## src/rtl/otp_regif_pkg.sv

```systemverilog
package otp_regif_pkg;
  localparam int REG_COUNT = 15;
  localparam int SEL_W = 4;
  localparam int WORD_W = 32;

  localparam logic [SEL_W-1:0] SEL_INDEX   = 4'd0;
  localparam logic [SEL_W-1:0] SEL_CHIPEN  = 4'd3;
  localparam logic [SEL_W-1:0] SEL_DOUT    = 4'd6;
  localparam logic [SEL_W-1:0] SEL_DATASTB = 4'd7;
  localparam logic [SEL_W-1:0] SEL_TRIM    = 4'd13;
  localparam logic [SEL_W-1:0] SEL_LAST    = 4'(REG_COUNT - 1);

  localparam logic [1:0] SIZE_WORD = 2'd2;

  typedef struct packed {
    logic rdEn;
    logic wrEn;
    logic hit;
    logic [SEL_W-1:0] sel;
  } regStrobe_t;
endpackage

```

## src/rtl/otp_regif_ctrl.sv

```systemverilog
module otp_regif_ctrl
  import otp_regif_pkg::*;
#(
  parameter int ADDR_W = 12
) (
  input  logic              clk,
  input  logic              rst,
  input  logic [ADDR_W-1:0] busAddr,
  input  logic [1:0]        busSize,
  input  logic              busRead,
  input  logic              busWrite,
  output regStrobe_t        strb,
  output logic              busErr
);
  logic aligned;
  logic inRange;
  logic sizeOk;
  logic errQ;

  assign aligned = (busAddr[1:0] == 2'b00);
  assign inRange = (busAddr[ADDR_W-1:6] == '0) && (busAddr[5:2] <= SEL_LAST);
  assign sizeOk  = (busSize == SIZE_WORD);

  always_comb begin
    strb.rdEn = busRead;
    strb.wrEn = busWrite;
    strb.hit  = aligned && inRange && sizeOk;
    strb.sel  = busAddr[5:2];
  end

  always_ff @(posedge clk) begin
    if (rst) errQ <= 1'b0;
    else     errQ <= (busRead || busWrite) && !strb.hit;
  end

  assign busErr = errQ;


  err_after_hit_chk: assert property (@(posedge clk) disable iff (rst)
    (strb.hit && !busErr) |=> !busErr);


  err_single_pulse_chk: assert property (@(posedge clk) disable iff (rst)
    (busErr && !(busRead || busWrite)) |=> !busErr);
endmodule

```

## src/rtl/otp_regif_datapath.sv

```systemverilog
module otp_regif_datapath
  import otp_regif_pkg::*;
#(
  parameter int          FUSE_IDX_W = 12,
  parameter int          SERIAL_IDX = 'hFC,
  parameter logic [31:0] SERIAL     = 32'hA5C3_0F17,
  parameter int          EN_BIT     = 0,
  parameter int          BUS_W      = 64
) (
  input  logic              clk,
  input  logic              rst,
  input  regStrobe_t        strb,
  input  logic [BUS_W-1:0]  busWdata,
  output logic [WORD_W-1:0] busRdata
);
  localparam logic [WORD_W-1:0] IDX_MASK   = (32'd1 << FUSE_IDX_W) - 32'd1;
  localparam logic [WORD_W-1:0] FALLBACK   = 32'h0000_00FF;
  localparam logic [WORD_W-1:0] ERASED     = '1;
  localparam logic [FUSE_IDX_W-1:0] SER_LO = FUSE_IDX_W'(SERIAL_IDX);
  localparam logic [FUSE_IDX_W-1:0] SER_HI = FUSE_IDX_W'(SERIAL_IDX + 1);

  logic [REG_COUNT-1:0][WORD_W-1:0] regs;
  logic [WORD_W-1:0]     wrWord;
  logic                  unusedHigh;
  logic [FUSE_IDX_W-1:0] fuseIdx;
  logic [WORD_W-1:0]     fuseWord;
  logic                  macroOn;
  logic [WORD_W-1:0]     rdNext;
  logic [WORD_W-1:0]     rdataQ;

  assign wrWord     = busWdata[WORD_W-1:0];
  assign unusedHigh = ^busWdata[BUS_W-1:WORD_W];

  always_ff @(posedge clk) begin
    if (rst) begin
      regs <= '0;
    end else if (strb.wrEn && strb.hit && strb.sel != SEL_DOUT) begin
      for (int i = 0; i < REG_COUNT; i++) begin
        if (strb.sel == SEL_W'(i)) begin
          regs[i] <= (SEL_W'(i) == SEL_INDEX) ? (wrWord & IDX_MASK) : wrWord;
        end
      end
    end
  end

  assign fuseIdx = regs[SEL_INDEX][FUSE_IDX_W-1:0];

  always_comb begin
    if (fuseIdx == SER_LO)      fuseWord = SERIAL;
    else if (fuseIdx == SER_HI) fuseWord = ~SERIAL;
    else                        fuseWord = ERASED;
  end

  assign macroOn = regs[SEL_CHIPEN][EN_BIT] && regs[SEL_DATASTB][EN_BIT]
                && regs[SEL_TRIM][EN_BIT];

  always_comb begin
    if (!strb.hit)                rdNext = '0;
    else if (strb.sel == SEL_DOUT) rdNext = macroOn ? fuseWord : FALLBACK;
    else                          rdNext = regs[strb.sel];
  end

  always_ff @(posedge clk) begin
    if (rst)            rdataQ <= '0;
    else if (strb.rdEn) rdataQ <= rdNext;
  end

  assign busRdata = rdataQ;


  dout_fallback_chk: assert property (@(posedge clk) disable iff (rst)
    (strb.rdEn && strb.hit && strb.sel == SEL_DOUT && !regs[SEL_CHIPEN][EN_BIT])
      |=> busRdata == FALLBACK);


  index_mask_chk: assert property (@(posedge clk) disable iff (rst)
    (strb.rdEn && strb.hit && strb.sel == SEL_INDEX)
      |=> (busRdata >> FUSE_IDX_W) == '0);


  dout_write_ignored_chk: assert property (@(posedge clk) disable iff (rst)
    (strb.wrEn && strb.hit && strb.sel == SEL_DOUT) |=> $stable(regs));


  unmapped_write_chk: assert property (@(posedge clk) disable iff (rst)
    (strb.wrEn && !strb.hit) |=> $stable(regs));


  unmapped_read_zero_chk: assert property (@(posedge clk) disable iff (rst)
    (strb.rdEn && !strb.hit) |=> busRdata == '0);


  rdata_hold_chk: assert property (@(posedge clk) disable iff (rst)
    !strb.rdEn |=> $stable(busRdata));
endmodule

```

## src/rtl/otp_fuse_regif.sv

```systemverilog
module otp_fuse_regif
  import otp_regif_pkg::*;
#(
  parameter int          ADDR_W     = 12,
  parameter int          BUS_W      = 64,
  parameter int          FUSE_IDX_W = 12,
  parameter int          SERIAL_IDX = 'hFC,
  parameter logic [31:0] SERIAL     = 32'hA5C3_0F17
) (
  input  logic              clk,
  input  logic              rst,
  input  logic [ADDR_W-1:0] busAddr,
  input  logic [1:0]        busSize,
  input  logic              busRead,
  input  logic              busWrite,
  input  logic [BUS_W-1:0]  busWdata,
  output logic [31:0]       busRdata,
  output logic              busErr
);
  regStrobe_t strb;

  otp_regif_ctrl #(.ADDR_W(ADDR_W)) ctrl_i (
    .clk(clk), .rst(rst), .busAddr(busAddr), .busSize(busSize),
    .busRead(busRead), .busWrite(busWrite), .strb(strb), .busErr(busErr)
  );

  otp_regif_datapath #(
    .FUSE_IDX_W(FUSE_IDX_W), .SERIAL_IDX(SERIAL_IDX), .SERIAL(SERIAL),
    .EN_BIT(0), .BUS_W(BUS_W)
  ) dp_i (
    .clk(clk), .rst(rst), .strb(strb), .busWdata(busWdata), .busRdata(busRdata)
  );
endmodule

```

## config.mk

```make
export PLATFORM = sky130hd
export DESIGN_NAME = otp_fuse_regif
export DESIGN_NICKNAME = d
export VERILOG_FILES = /design/src/rtl/otp_regif_pkg.sv /design/src/rtl/otp_regif_ctrl.sv /design/src/rtl/otp_regif_datapath.sv /design/src/rtl/otp_fuse_regif.sv
export SDC_FILE = /design/constraint.sdc
export NUM_CORES = 1
export LEC_CHECK = 0
export ABC_AREA = 0
export BUFFER_PORTS_ARGS = -buffer_cell sky130_fd_sc_hd__clkbuf_2
export CAP_MARGIN = 20
export CORE_UTILIZATION = 60
export CTS_CLUSTER_SIZE = 20
export DETAILED_ROUTE_END_ITERATION = 8
export PLACE_DENSITY = 0.82
export REMOVE_ABC_BUFFERS = 1
export SYNTH_ARGS = -nofsm -noshare
export SYNTH_HDL_FRONTEND = slang
export SYNTH_SLANG_ARGS = --single-unit
```

## constraint.sdc

```tcl
create_clock -name clk -period 2.51 [get_ports clk]
set_clock_uncertainty 0.15 [all_clocks]
set_input_delay 0.502 -clock clk [delete_from_list [all_inputs] [get_ports clk]]
set_output_delay 0.502 -clock clk [all_outputs]
set_load 0.1 [all_outputs]
```

==> results of run 1 <==
==> registers in the layout, indices dropped and copies added (netlist names) <==
name / count
ctrl_i.busErr: 1
dp_i.busRdata: 32
dp_i.fuseIdx: 12
dp_i.regs: 425
==> power groups by stage <==
stage                     clock [mW]  combinational (mW)  sequential (mW)
final                           7.10               0.843             7.46
after CTS                       7.10               0.813             7.46
after floorplan                    0               0.207             7.63
after detailed placement           0               0.808             7.63
after global routing            7.44               0.875             7.46
after global placement             0               0.796             7.63
==> layer usage <==
metal	part of all wire	routed length [um]
met5	0	0
met4	0.046	2920
met3	0.11	6720
met2	0.47	29700
met1	0.38	23800
==> path summary, 6_finish.rpt <==
| path | to | startpoint | cells past startpoint |
|---|---|---|---|
| worst max-delay path | busRdata[15] | dp_i.busRdata[15] | 1 |
| worst min-delay path | dp_i.regs[139] | rst | 2 |
| worst max register to register | dp_i.busRdata[12] | dp_i.fuseIdx[10] | 5 |
| worst min register to register | dp_i.regs[55] | dp_i.regs[55] | 2 |
==> cells in the final DEF, fill, tap and decap left out, types with 3 or more instances in the layout <==
master	n
nand2b_1	12
nand4_1	6
o22ai_1	19
and3_1	3
buf_4	99
nand3_1	10
mux4_2	34
nor2_1	23
mux2_2	22
clkinv_2	12
o21ai_1	4
a21oi_1	464
nor3_4	7
o21ai_0	30
o211ai_1	10
clkbuf_16	51
a221oi_2	9
or2_2	3
clkbuf_2	78
and4_1	3
a2111oi_0	18
a211oi_1	12
nor2_2	3
nor2b_1	31
nor3_1	4
or3_1	8
a21o_1	19
clkbuf_1	8
clkbuf_8	12
a221oi_1	32
buf_12	32
dfxtp_1	470
nand2_1	939
mux2i_1	95
==> stage by stage <==
step	power, mW	setup TNS (ns)	std cells
2_1_floorplan	7.84	-92.63	2315
3_3_place_gp	8.42	0	2974
3_5_place_dp	8.43	0	2974
4_1_cts	15.4	0	3060
5_1_grt	15.8	0	3060
6_report	15.4	0	3060
==> cell type report <==
| class | instances | area [sq um] |
|---|---|---|
| well taps | 448 | 561 |
| repair buffers | 211 | 1800 |
| fillers | 2462 | 10200 |
| clock inverters | 16 | 114 |
| flip-flops and latches | 470 | 9410 |
| clock buffers | 70 | 1460 |
| multi-input cells | 1845 | 9930 |
==> cell families after synthesis <==
logic type / share of synthesized area
AND/OR/NAND/NOR: 0.213
AO/OA/AOI/OAI: 0.176
flip-flops: 0.463
buffers and inverters: 0.0512
multiplexers: 0.0967
==> reports/qor.txt, run 1 <==
GR peak layer -> met2
die span in x -> 186 um
root buffer selected by CTS -> clkbuf_16
Vias -> 19,100
CP required -> 1.86 ns
initial core utilization -> 0.607
dpl cell area -> 0.0217 sq mm
min-delay worst type -> input port to flip-flop
Main synth FF type -> dfxtp_1
fin crit period -> 2.13 ns
Pleak -> 8.13 nW
max incr delay on CP -> 0.51 ns
Hold WS -> 0.0997 ns
Crit Path Category -> flip-flop to output port
Crit path buffers/inverters -> 1
cts hold-fix bufs -> 0
share of layout cells above drive strength 1 -> 0.143
worst-path fanout max -> 3
Net Sw Frac -> 0.232
CTS tree -> built
drt first pass iters -> 6
Mean Syn Cell Area -> 7.94 sq um
Slew @ Worst Pin -> 1.00 ns
NetSw -> 3.57 mW
Hold Violations, Final -> 0
clock buffer depth -> 3
PD cells -> 662 mW/mm^2
register area share after synthesis -> 0.463
drt drc -> 0
Yosys warnings -> 0
r2r setup slk -> 0.44 ns
internal power -> 11.8 mW
Yosys cell types -> 47
final wirelength -> 63.1 mm
# diodes -> 0
post-DP HPWL -> 38.8 mm
area leader, netlist -> dfxtp_1
Reg clk slew, reported paths -> 0.06 ns
H-tree levels -> 2
DR WL/cell -> 20.6 um
Core Rows -> 67
setup ws final -> 0.380 ns
Worst Setup End Kind -> output port
RSZ-0062 raised after global routing -> no
first-pass GRT wire length -> 97.3 mm
Placement Setup Slack -> 0.00518 ns
initial antenna violation count -> 0
top-count cell post-synth -> nand2_1
fmax -> 469 MHz
remaining global-route overflow -> 0
Final nets -> 2,659
met3 GRT Util -> 0.0605
Synth-to-Final Area Change -> 14.6%
Yosys top cell area share -> 0.463
DIE AREA -> 0.0346 sq mm
Cells after Synth -> 2,559
clock share of power -> 0.461
met1 GRT Util -> 0.453
number of global-route vias before repair -> 18,500
utilization after layout -> 0.696
later-pin clock latency in the skew report -> 0.57 ns
Synth area leaders -> dfxtp_1 46%, nand2_1 17%, a21oi_1 11%
design area -> 0.0233 sq mm
Syn Std Cell Area -> 0.0203 sq mm
Post-CTS Setup Bufs -> 0
number of I/O pins -> 115
max_slew headroom -> 0.331
crit share post-route -> 0.849
GP Congestion -> 0.873
largest net degree at the start of global routing -> 198
CP Data Arrival Time -> 1.48 ns
crit path launch type -> flip-flop
max-slew violation count -> 0
Vert. Die Dim -> 186 um
total CTS buffers -> 49
final number of setup-violating endpoints -> 0
register bit total from synthesis -> 470
core area -> 0.0334 sq mm
CP max-delay cell -> clkbuf_2
CTS resizes -> 0
FFs w/ async S/R, synth -> 0
Worst VDD drop -> 0.589 mV
number of flops mapped to enable cells by yosys -> 0
Comb pwr share -> 0.055
I/O Buffers -> 82
status -> finished, final reports clean
top cells by count, synth -> 939 x nand2_1, 470 x dfxtp_1, 464 x a21oi_1
Flop pwr share -> 0.484
antenna-violating nets left -> 0
CP Cell Sequence -> clkbuf_2
Total GRT Usage -> 0.365
Top delay family on crit path -> buffers and inverters
Num Clock Sinks -> 470
Max-Cap Viols -> 0
vias per std cell -> 6.25
met2 usage -> 0.604
initial drt markers -> 2,318
Note: power is estimated with default switching activity, not from simulation.
==> run 2, diff against run 1 <==
==> constraint.sdc (replaced) <==
create_clock -name clk -period 2.1 [get_ports clk]
set_clock_uncertainty 0.15 [all_clocks]
set_input_delay 0.42 -clock clk [delete_from_list [all_inputs] [get_ports clk]]
set_output_delay 0.42 -clock clk [all_outputs]
set_load 0.1 [all_outputs]
==> run 2 against run 1 <==
Flip-flop and latch count did not move. Register-to-register slack got worse by 0.36 ns. First-iteration DRC count rose by 7.5%. Combinational power rose by 27%. Via count rose by 2.3%. Routed wire length rose by 3.7%. Non-clock buffer count rose by 47. Sequential power rose by 20%. Critical endpoint is now busRdata[7]. Highest routed layer unchanged.
==> reports/qor.txt, run 2 (synthesized netlist as in run 1, its figures left out) <==
Reg clk slew, reported paths -> 0.06 ns (about the same)
root buffer selected by CTS -> clkbuf_16 (unchanged)
crit share post-route -> 0.973
antenna-violating nets left -> 0 (unchanged)
clock buffer depth -> 3 (unchanged)
Reg2Reg Launch Point -> dp_i.fuseIdx[10] (unchanged)
max_slew headroom -> 0.374 (was 0.331)
dpl cell area -> 0.0221 sq mm (was 0.0217 sq mm)
Pleak -> 8.29 nW (was 8.13 nW)
DR WL/cell -> 21.1 um (was 20.6 um)
number of I/O pins -> 115 (unchanged)
status -> finished, final reports clean (unchanged)
end point of the critical path -> busRdata[7] (was busRdata[15])
Crit path buffers/inverters -> 1 (unchanged)
max reg flops -> 425 (unchanged)
Final nets -> 2,703 (was 2,659)
commonest non-fill, non-tap cells in the layout -> 939 x nand2_1, 469 x dfxtp_1, 464 x a21oi_1 (was 939 x nand2_1, 470 x dfxtp_1, 464 x a21oi_1)
fin crit period -> 2.04 ns
first-pass GRT wire length -> 100 mm (was 97.3 mm)
crit path launch type -> flip-flop (unchanged)
worst setup path startpoint -> dp_i.busRdata[7] (was dp_i.busRdata[15])
r2r setup slk -> 0.08 ns (was 0.44 ns)
initial drt markers -> 2,493 (was 2,318)
CTS tree -> built (unchanged)
Core Rows -> 67 (unchanged)
Num Clock Sinks -> 470 (unchanged)
core area -> 0.0334 sq mm (unchanged)
final number of setup-violating endpoints -> 0 (unchanged)
Worst Setup End Kind -> output port (unchanged)
Post-CTS Setup Bufs -> 0 (unchanged)
remaining global-route overflow -> 0 (unchanged)
Vert. Die Dim -> 186 um (unchanged)
CP Data Arrival Time -> 1.47 ns (was 1.48 ns)
drt drc -> 0 (unchanged)
Top delay family on crit path -> buffers and inverters (unchanged)
Hold Violations, Final -> 0 (unchanged)
Flop pwr share -> 0.489 (was 0.484)
final wirelength -> 65.5 mm (was 63.1 mm)
clock share of power -> 0.453 (was 0.461)
CP Cell Sequence -> clkbuf_2 (unchanged)
initial antenna violation count -> 0 (unchanged)
CP max-delay cell -> clkbuf_2 (unchanged)
DIE AREA -> 0.0346 sq mm (unchanged)
utilization after layout -> 0.705 (was 0.696)
Crit Path Category -> flip-flop to output port (unchanged)
Vias -> 19,600 (was 19,100)
max-slew violation count -> 0 (unchanged)
Comb pwr share -> 0.059 (was 0.055)
NetSw -> 4.14 mW (was 3.57 mW)
Worst VDD drop -> 0.650 mV (was 0.589 mV)
initial core utilization -> 0.607 (unchanged)
register with the most flip-flops -> dp_i.regs (unchanged)
number of global-route vias before repair -> 19,000 (was 18,500)
RSZ-0062 raised after global routing -> no (unchanged)
reg2reg path depth -> 5 (unchanged)
vias per std cell -> 6.31 (was 6.25)
CP required -> 1.53 ns (was 1.86 ns)
PD cells -> 773 mW/mm^2 (was 662 mW/mm^2)
largest net degree at the start of global routing -> 208 (was 198)
Critical Path Stages -> 1 (unchanged)
H-tree levels -> 2 (unchanged)
Slew @ Worst Pin -> 0.939 ns (was 1.00 ns)
Net Sw Frac -> 0.227 (was 0.232)
max incr delay on CP -> 0.49 ns (was 0.51 ns)
min-delay worst type -> input port to flip-flop (unchanged)
commonest non-fill, non-tap cell in the layout -> nand2_1 (unchanged)
setup ws final -> 0.0561 ns (was 0.380 ns)
share of layout cells above drive strength 1 -> 0.156 (was 0.143)
hold path depth -> 3 (was 2)
later-pin clock latency in the skew report -> 0.56 ns (was 0.57 ns)
Filler cells -> 2,415 (was 2,462)
total CTS buffers -> 46 (was 49)
die span in x -> 186 um (unchanged)
drt first pass iters -> 6 (unchanged)
r2r endpoint -> dp_i.busRdata[28] (was dp_i.busRdata[12])
design area -> 0.0236 sq mm (was 0.0233 sq mm)
Max-Cap Viols -> 0 (unchanged)
post-DP HPWL -> 40.9 mm (was 38.8 mm)
fmax -> 489 MHz
Tot Pwr -> 18.2 mW (was 15.4 mW)
I/O Buffers -> 82 (unchanged)
worst-path fanout max -> 2 (was 3)
Total GRT Usage -> 0.377 (was 0.365)
GP Congestion -> 0.883 (was 0.873)
internal power -> 14.1 mW (was 11.8 mW)
Synth-to-Final Area Change -> 16.1% (was 14.6%)
Placement Setup Slack -> -0.307 ns (was 0.00518 ns)
==> run 2: stage by stage <==
step	hold WS, ns	cells	setup TNS (ns)
floorplan	0.272	2315	-238.48
global placement	0.284	3020	-51.26
detailed placement	0.291	3020	-74.92
CTS	0.0864	3100	0
global route	0.126	3100	0
finish	0.106	3101	0
==> run 2: repair_timing <==
item	in CTS	in global routing
resized for setup	0	5
hold buffers	1	0
endpoints found under the setup margin	0	8
endpoints found under the hold margin	1	0
==> run 2: worst reg2reg max path, stage by stage (launching register included) <==
cell,delay (ns)
dfxtp_2,0.36
and4b_1,0.19
and4_2,0.27
a2111o_1,0.47
buf_12,0.19
a221oi_1,0.29
==> run 2: power by group through the flow <==
stage	Combinational [mW]	Clock [mW]	Sequential (mW)
global route	1.11	8.61	8.91
detailed placement	1.02	0	9.11
finish	1.07	8.26	8.92
floorplan	0.248	0	9.12
CTS	1.03	8.28	8.92
global placement	1.01	0	9.11
==> run 2: how the worst min path moves through the flow <==
| stage | startpoint | to | slack (ns) |
|---|---|---|---|
| floorplan | dp_i.regs[108] | dp_i.regs[108] | 0.27 |
| global placement | dp_i.regs[113] | dp_i.regs[113] | 0.28 |
| detailed placement | dp_i.regs[439] | dp_i.regs[439] | 0.29 |
| CTS | busWdata[13] | dp_i.regs[45] | 0.09 |
| global route | busWdata[0] | dp_i.regs[64] | 0.13 |
| finish | busWdata[13] | dp_i.regs[45] | 0.11 |
==> run 2: layout make-up <==
type	count	area, sq um	share of cell area
diodes	1	2.50	0.000106
well taps	448	561	0.0238
multi-input cells	1845	9940	0.422
flip-flops and latches	470	9410	0.399
clock buffers	69	1370	0.0580
clock inverters	10	129	0.00546
repair buffers	258	2170	0.0920
==> run 2: per-layer routing <==
layer	wire length, um	global-route usage
met1	23200	0.465
met2	30100	0.611
met3	8280	0.0726
met4	3820	0.224
met5	0	0
